--- src/rtl/brw_pkg.sv ---
package brw_pkg;
  localparam int unsigned DESC_WORDS = 8;
  localparam int unsigned VALID_WORD = 7;
  localparam int unsigned BODY_WORDS = 6;

  typedef enum logic [2:0] {
    ST_IDLE,
    ST_CHK_REQ,
    ST_CHK_WAIT,
    ST_BODY_REQ,
    ST_BODY_WAIT,
    ST_BLIT,
    ST_CLR
  } state_e;
endpackage

--- src/rtl/brw_slot_ptr.sv ---
module brw_slot_ptr #(
  parameter int unsigned SLOTS  = 1024,
  parameter int unsigned SLOT_W = 10
) (
  input  logic              clk_i,
  input  logic              rst_ni,
  input  logic              adv_i,
  output logic [SLOT_W-1:0] slot_o
);
  localparam logic [SLOT_W-1:0] LAST = SLOT_W'(SLOTS - 1);

  logic [SLOT_W-1:0] slot_q, slot_nx;

  generate
    if ((SLOTS & (SLOTS - 1)) == 0) begin : g_pow2
      assign slot_nx = slot_q + 1'b1;
    end else begin : g_wrap
      assign slot_nx = (slot_q == LAST) ? '0 : slot_q + 1'b1;
    end
  endgenerate

  always_ff @(posedge clk_i or negedge rst_ni) begin
    if (!rst_ni)    slot_q <= '0;
    else if (adv_i) slot_q <= slot_nx;
  end

  assign slot_o = slot_q;
endmodule

--- src/rtl/brw_kick_latch.sv ---
module brw_kick_latch (
  input  logic clk_i,
  input  logic rst_ni,
  input  logic set_i,
  input  logic clr_i,
  output logic pend_o
);
  always_ff @(posedge clk_i or negedge rst_ni) begin
    if (!rst_ni)    pend_o <= 1'b0;
    else if (clr_i) pend_o <= 1'b0;  // consume wins over a same-cycle kick
    else if (set_i) pend_o <= 1'b1;
  end
endmodule

--- src/rtl/brw_desc_regs.sv ---
module brw_desc_regs #(
  parameter int unsigned DATA_W = 32,
  parameter int unsigned WORDS  = 6,
  parameter int unsigned IDX_W  = 3
) (
  input  logic                         clk_i,
  input  logic                         rst_ni,
  input  logic                         we_i,
  input  logic [IDX_W-1:0]             idx_i,
  input  logic [DATA_W-1:0]            d_i,
  output logic [WORDS-1:0][DATA_W-1:0] words_o
);
  for (genvar g = 0; g < WORDS; g++) begin : g_word
    always_ff @(posedge clk_i or negedge rst_ni) begin
      if (!rst_ni)                             words_o[g] <= '0;
      else if (we_i && idx_i == IDX_W'(g))     words_o[g] <= d_i;
    end
  end
endmodule

--- src/rtl/blit_ring_walker.sv ---
module blit_ring_walker
  import brw_pkg::*;
#(
  parameter int unsigned ADDR_W     = 32,
  parameter int unsigned DATA_W     = 32,
  parameter int unsigned RING_SLOTS = 1024
) (
  input  logic              clk_i,
  input  logic              rst_ni,
  input  logic              kick_i,
  input  logic [ADDR_W-1:0] ring_base_i,
  output logic              mem_req_o,
  output logic              mem_we_o,
  output logic [ADDR_W-1:0] mem_addr_o,
  output logic [DATA_W-1:0] mem_wdata_o,
  input  logic              mem_gnt_i,
  input  logic              mem_rvalid_i,
  input  logic [DATA_W-1:0] mem_rdata_i,
  output logic              blit_valid_o,
  input  logic              blit_done_i,
  output logic [DATA_W-1:0] blit_src_o,
  output logic [DATA_W-1:0] blit_src_stride_o,
  output logic [DATA_W-1:0] blit_dst_o,
  output logic [DATA_W-1:0] blit_dst_stride_o,
  output logic [DATA_W-1:0] blit_width_o,
  output logic [DATA_W-1:0] blit_height_o,
  output logic [DATA_W-1:0] blit_ctrl_o,
  output logic              busy_o
);
  localparam int unsigned SLOT_W = (RING_SLOTS > 1) ? $clog2(RING_SLOTS) : 1;
  localparam int unsigned WORD_W = $clog2(DESC_WORDS);
  localparam int unsigned OFF_W  = SLOT_W + WORD_W;

  state_e state_q, state_d;
  logic [WORD_W-1:0] idx_q, word_sel;
  logic [DATA_W-1:0] ctrl_q;
  logic [SLOT_W-1:0] slot;
  logic [OFF_W-1:0]  word_off;
  logic [BODY_WORDS-1:0][DATA_W-1:0] body;
  logic advance, pend, kick_set, kick_clr, desc_we, last_body;

  brw_slot_ptr #(.SLOTS(RING_SLOTS), .SLOT_W(SLOT_W)) u_slot (
    .clk_i, .rst_ni, .adv_i(advance), .slot_o(slot)
  );

  brw_kick_latch u_kick (
    .clk_i, .rst_ni, .set_i(kick_set), .clr_i(kick_clr), .pend_o(pend)
  );

  brw_desc_regs #(.DATA_W(DATA_W), .WORDS(BODY_WORDS), .IDX_W(WORD_W)) u_regs (
    .clk_i, .rst_ni, .we_i(desc_we), .idx_i(idx_q), .d_i(mem_rdata_i), .words_o(body)
  );

  assign last_body = (idx_q == WORD_W'(BODY_WORDS - 1));
  assign kick_set  = kick_i && (state_q != ST_IDLE);

  always_comb begin
    state_d  = state_q;
    advance  = 1'b0;
    kick_clr = 1'b0;
    desc_we  = 1'b0;
    unique case (state_q)
      ST_IDLE:      if (kick_i) state_d = ST_CHK_REQ;
      ST_CHK_REQ:   if (mem_gnt_i) state_d = ST_CHK_WAIT;
      ST_CHK_WAIT:
        if (mem_rvalid_i) begin
          if (mem_rdata_i == '0) begin
            kick_clr = 1'b1;
            state_d  = (pend || kick_i) ? ST_CHK_REQ : ST_IDLE;
          end else begin
            state_d = ST_BODY_REQ;
          end
        end
      ST_BODY_REQ:  if (mem_gnt_i) state_d = ST_BODY_WAIT;
      ST_BODY_WAIT:
        if (mem_rvalid_i) begin
          desc_we = 1'b1;
          state_d = last_body ? ST_BLIT : ST_BODY_REQ;
        end
      ST_BLIT:      if (blit_done_i) state_d = ST_CLR;
      ST_CLR:
        if (mem_gnt_i) begin
          advance = 1'b1;
          state_d = ST_CHK_REQ;
        end
      default:      state_d = ST_IDLE;
    endcase
  end

  always_ff @(posedge clk_i or negedge rst_ni) begin
    if (!rst_ni) begin
      state_q <= ST_IDLE;
      idx_q   <= '0;
      ctrl_q  <= '0;
    end else begin
      state_q <= state_d;
      if (state_q == ST_CHK_WAIT && mem_rvalid_i && mem_rdata_i != '0) begin
        idx_q  <= '0;
        ctrl_q <= mem_rdata_i;
      end else if (desc_we) begin
        idx_q <= idx_q + 1'b1;
      end
    end
  end

  assign word_sel    = (state_q == ST_BODY_REQ) ? idx_q : WORD_W'(VALID_WORD);
  assign word_off    = {slot, word_sel};
  assign mem_req_o   = (state_q == ST_CHK_REQ) || (state_q == ST_BODY_REQ) || (state_q == ST_CLR);
  assign mem_we_o    = (state_q == ST_CLR);
  assign mem_addr_o  = ring_base_i + ADDR_W'(word_off);
  assign mem_wdata_o = '0;

  assign blit_valid_o      = (state_q == ST_BLIT);
  assign blit_src_o        = body[0];
  assign blit_src_stride_o = body[1];
  assign blit_dst_o        = body[2];
  assign blit_dst_stride_o = body[3];
  assign blit_width_o      = body[4];
  assign blit_height_o     = body[5];
  assign blit_ctrl_o       = ctrl_q;
  assign busy_o            = (state_q != ST_IDLE);
endmodule

--- config.mk ---
export PLATFORM = sky130hd
export DESIGN_NAME = blit_ring_walker
export DESIGN_NICKNAME = d
export VERILOG_FILES = /design/src/rtl/brw_pkg.sv /design/src/rtl/brw_slot_ptr.sv /design/src/rtl/brw_kick_latch.sv /design/src/rtl/brw_desc_regs.sv /design/src/rtl/blit_ring_walker.sv
export SDC_FILE = /design/constraint.sdc
export NUM_CORES = 1
export LEC_CHECK = 0
export BUFFER_PORTS_ARGS = -buffer_cell sky130_fd_sc_hd__buf_2
export CAP_MARGIN = 25
export CORE_MARGIN = 2
export CORE_UTILIZATION = 52
export CTS_BUF_LIST = sky130_fd_sc_hd__clkbuf_4 sky130_fd_sc_hd__clkbuf_8
export DETAILED_ROUTE_END_ITERATION = 12
export PLACE_DENSITY = 0.82
export SLEW_MARGIN = 20
export SYNTH_ARGS = -nofsm -noshare
export SYNTH_HDL_FRONTEND = slang
export SYNTH_SLANG_ARGS = --single-unit
--- constraint.sdc ---
create_clock -name clk_i -period 3.25 [get_ports clk_i]
set_clock_uncertainty 0.1 [all_clocks]
set_input_delay 0.325 -clock clk_i [delete_from_list [all_inputs] [get_ports clk_i]]
set_output_delay 0.325 -clock clk_i [all_outputs]
set_load 0.01 [all_outputs]
* Word-level counts from Yosys, hierarchy flattened
Cells that the tools add are included.
** Operators by class
- Reductions and logical operators :: 20
- Equality and inequality tests :: 18
- Add/sub/neg operators :: 3
- Mux-type cells :: 23
** Operators by type and width (number)
- 2-to-1 mux 3 bit :: 11
- adder 32 x 13 -> 32 bit :: 1
- zero test 32 bit :: 1
- nonzero test 32 bit :: 1
- case mux 3 bit (7 select lines) :: 1
- == test 3 bit, second input constant :: 5
- == test 3 x 2 -> 1 bit, second input constant :: 4
- adder 10 x 1 -> 10 bit, second input constant :: 1
- 2-to-1 mux 1 bit :: 10
- != test 2 bit, second input constant :: 5
- logical AND 1 bit :: 9
- AND reduction 7 bit :: 1
- == test 3 x 1 -> 1 bit, second input constant :: 2
- zero test 3 bit :: 2
- != test 2 x 1 -> 1 bit, second input constant :: 2
- nonzero test 2 bit :: 2
- adder 3 x 1 -> 3 bit, second input constant :: 1
- logical OR 1 bit :: 3
- nonzero test 3 bit :: 1
- 2-to-1 mux 2 bit :: 1
** Storage, ports and cells
- Output and inout port bits :: 292
- Register bits after elaboration :: 241
- Word-level logic and storage cells :: 75
- Input port bits :: 70

* Longest topological paths before layout
- Word-level depth :: 5
- Depth in mapped cells :: 12
- Mapped depth without buffers :: 11

* Modules after synthesis
From an unflattened synthesis, not the netlist that was laid out.
** Unflattened totals
- Cells, all modules :: 767
- Area, all modules :: 10852.9 um2
** Modules (own cells, without submodules)
- brw_desc_regs :: area each 7229.4 um2, seq. area each 4804.6 um2, times used 1, cells an instance 412
- blit_ring_walker :: area each 3154.3 um2, seq. area each 950.9 um2, times used 1, cells an instance 318
- brw_slot_ptr :: area each 434.2 um2, seq. area each 250.2 um2, times used 1, cells an instance 35
- brw_kick_latch :: area each 35.0 um2, seq. area each 25.0 um2, times used 1, cells an instance 2

* Worst setup path after synthesis
Ideal clock, no wire load.
- Path kind :: register -> output
- Start :: register state_q[0]
- End :: output port mem_addr_o[16]
- Stages on the path, launching flop included :: 13
- Data required time :: 2825 ps
- Arrival :: 2535 ps
- Buffers on the path :: 2
- Path slack :: 290 ps
- Path through :: dfrtp_1 > clkbuf_1 > clkbuf_1 > nand4_1 > ha_1 > inv_1 > fa_1 > nor2b_1 > o21a_1 > o21a_1 > o31a_1 > o2111ai_1 > xnor2_1
** On the way
- Longest elaborated chain between the ends :: 3
** RTL lines
- from (decl) :: line blit_ring_walker.sv:34 : state_e state_q, state_d;
- from (signal assigned) :: line blit_ring_walker.sv:96 : state_q <= state_d;
- == test 3 x 2 -> 1 bit :: line blit_ring_walker.sv:106 : assign word_sel = (state_q == ST_BODY_REQ) ? idx_q : WORD_W'(VALID_WORD);
- 2-to-1 mux 3 bit :: line blit_ring_walker.sv:106
- adder 32 x 13 -> 32 bit :: line blit_ring_walker.sv:110 : assign mem_addr_o = ring_base_i + ADDR_W'(word_off);
- to (decl) :: line blit_ring_walker.sv:14 : output logic [ADDR_W-1:0] mem_addr_o,
Every way passes these cells.

* Worst setup path after layout
- Start :: register state_q[2]
- End :: output port mem_addr_o[14]
Same word-level chain as after synthesis.

==> results.md <==
- Req. time, crit path: 2.82 ns
- Yosys warns: 0
- Worst reg-to-reg path cell count: 6
- Hold path startpoint: mem_rvalid_i
- H-tree levels: 2
- Yosys reg bits: 241
- Nets@finish: 1232
- GR met1 Demand/Resource: 31.2%
- DRT iter0 DRCs: 287
- EDFF count, synth: 0
- Die height: 148 um
- Port buffer count: 329
- Pwr Density: 809 mW/mm^2
- Num CTS Buffers: 39
- Initial Util: 53.1%
- Final Critical Period: 3.40 ns
- Met2 usage: 46.3%
- Crit start category: register
- DRT Pass-1 Iters: 5
- GRT busiest layer: met2
- Outcome: finished with violations
- M3 GR Usage: 7.44%
- Reg clk slew, reported paths: 0.06 ns
- Fin crit share: 105%
- Sequential area share after synthesis: 55.9%
- Worst r2r dst: u_regs.words_o[49]
- Later-pin clock latency in the skew report: 0.52 ns
- Hold endpoint: u_kick.pend_o
- R2r startpoint: state_q[0]
- Worst slew margin: 55.0%
- Max Cap Viol: 0
- R2r setup slk: 0.55 ns
- GRT Total Usage: 26.5%
- Post-synth cell types: 55
- Full die area: 0.0219 mm^2
- Hold path depth: 2
- RD Place Congestion: 0.860
- WL/cell: 20.4 um
- Cells after synthesis: 763
- Worst slack, placed: 0.150 ns
- Hold crit path type: input port to register
- Aggregate negative setup slack: -0.971 ns
- Antenna Violating Nets Remaining: 0
- Initial antenna violation count: 0
- Final setup violation count: 13
- Peak VDD IR: 558 uV
- Drt drc: 0
- RSZ-0062 raised after global routing: true
- CTS sink count: 241
- Crit path DAT: 2.98 ns
- Post-DR vias/cell: 5.33
- Row cnt: 52
- Area Overhead vs Synth: 28.4%
- Failing checks: negative setup slack
- Final Hold Vio Count: 0
- Die extent in x: 148 um
- Critical Path Fanout Max: 6
- Area post-placement: 0.0126 mm^2
- Worst setup path class: register to primary output
- Setup ws final: -0.153 ns
- Vias in the first global route: 8169
- GRT Residual Overflow: 0
- Fmax: 0.294 GHz
- Critical Path End Type: primary output
- DR vias: 7690
- Finished Cell Area: 0.0139 mm^2
- Area of the core: 0.0203 mm^2
- Post-synth ARST share: 100%
- Ports: 362
- CTS tree: built
- Largest net degree at the start of global routing: 91
- Main flop type after synthesis: dfrtp_1
- Mapped Avg Cell Area: 14.1 um^2
- First-pass GRT wire length: 45100 um
- Clock Path Buffers: 3
- Root Buffer Master: clkbuf_8
- Static Leak: 7.62 nW
- Mapped Area: 0.0108 mm^2
- Final core occ: 68.2%
- Worst-Margin Slew: 0.674 ns
- Setup crit start: state_q[2]
- DP HPWL: 20300 um
- Share of cells above drive strength 1: 58.4%
- Final wirelength: 29300 um
- Diodes inserted: 0
- Final Max Slew Viols: 0
[synth_stat cells (all sizes together) (7+ instances only)]
cell | count | area (um^2)
nor2 | 16 | 60.1
nand3 | 11 | 55.1
a21oi | 14 | 70.1
nand2 | 24 | 97.6
ha | 19 | 238
a21o | 7 | 52.6
and3 | 10 | 62.6
o21ai | 13 | 65.1
mux2 | 226 | 2650
nor4 | 9 | 71.3
clkbuf | 8 | 30.0
buf | 56 | 453
xor2 | 9 | 78.8
dfrtp | 241 | 6030
nand4 | 7 | 43.8
inv | 13 | 48.8
xnor2 | 29 | 254
[state kept, by name, summed over array words and instances (netlist names)]
name	cells
state_q	3
u_slot.slot_o	10
u_regs.words_o	192
blit_ctrl_o	32
u_kick.pend_o	1
idx_q	3
[through the flow]
stage | power (mW) | hold slack, ns | instances
after floorplan | 6.53 | -0.0706 | 794
after global placement | 8.00 | 0.282 | 1345
after detailed placement | 8.16 | 0.280 | 1345
after CTS | 11.2 | 0.000870 | 1431
after global routing | 11.8 | 0.0302 | 1442
final | 11.2 | 0.0333 | 1442
[worst max-delay path by stage]
stage,cells after the start,endpoint,slack (ns)
after floorplan,12,mem_addr_o[16],0.29
after global placement,10,mem_addr_o[31],0.37
after detailed placement,10,mem_addr_o[31],0.15
after CTS,12,mem_addr_o[28],-0.18
after global routing,13,mem_addr_o[16],-0.30
final,11,mem_addr_o[14],-0.15
[layout by cell type (no fill, tap or decap), drive strengths merged, types with 4 or more instances in the layout]
| cell type | synthesis | routed |
|---|---|---|
| nor4 | 9 | 9 |
| dlygate4sd3 | 0 | 5 |
| and4 | 5 | 5 |
| inv | 13 | 15 |
| xor2 | 9 | 9 |
| nor2b | 4 | 4 |
| nand3 | 11 | 11 |
| o21ai | 13 | 13 |
| xnor2 | 29 | 29 |
| dfrtp | 241 | 241 |
| and3 | 10 | 10 |
| ha | 19 | 19 |
| buf | 56 | 364 |
| nor2 | 16 | 16 |
| nand4 | 7 | 7 |
| o2111ai | 4 | 4 |
| a21o | 7 | 7 |
| nand2 | 24 | 24 |
| a21oi | 14 | 14 |
| mux2 | 226 | 226 |
| a211oi | 4 | 4 |
| conb | 1 | 32 |
| clkbuf | 8 | 65 |
[worst max-delay path, stage by stage, from the launching register on]
cell and delay [ns]:
dfrtp_1 0.41, inv_4 0.09, nand4_1 0.16, ha_4 0.28, nor2b_1 0.14, o21a_1 0.18, o21a_1 0.20, buf_4 0.14
o31a_1 0.36, o21ai_0 0.22, xnor2_1 0.14, buf_2 0.14
[cells by family (layout without fill, tap and decap cells)]
kind of cell	count (synthesis)	after routing	share of synthesized area, %
AO/OA/AOI/OAI	59	60	3.65
buffers and inverters	77	453	4.93
XOR/XNOR	38	38	3.09
other	1	32	0.0348
multiplexers	227	227	24.6
adder cells (fa/ha/maj)	20	20	2.39
AND/OR/NAND/NOR	100	101	5.36
flip-flops	241	241	55.9
[where the power goes]
part | internal, mW | switching, mW
registers | 3.94 | 0.510
clock network | 1.72 | 1.19
logic | 1.91 | 1.94
total | 7.57 | 3.64
[timing repair]
item                                    4_1_cts  5_1_grt
endpoints found under the setup margin       23       22
pin swaps                                    16       22
hold endpoints to repair                     93        0
buffers inserted                              8       11
resized for setup                            16       19
hold buffers                                  5        0
cloned                                        2        0
[layer usage]
layer	vias up	wire, um
met2	339	14900
met1	3845	11100
met4	0	1020
met5	-	0
li1	3439	-
met3	67	2320
[final cells by class]
type / instances / area (um^2)
Timing Repair Buffer: 369 / 2020
Tap cell: 270 / 338
Clock buffer: 65 / 838
Sequential cell: 241 / 6030
Clock inverter: 6 / 65.1
Multi-Input combinational cell: 478 / 4500
Inverter: 13 / 51.3
Fill cell: 1464 / 6450
(Power assumes the default switching activity.)
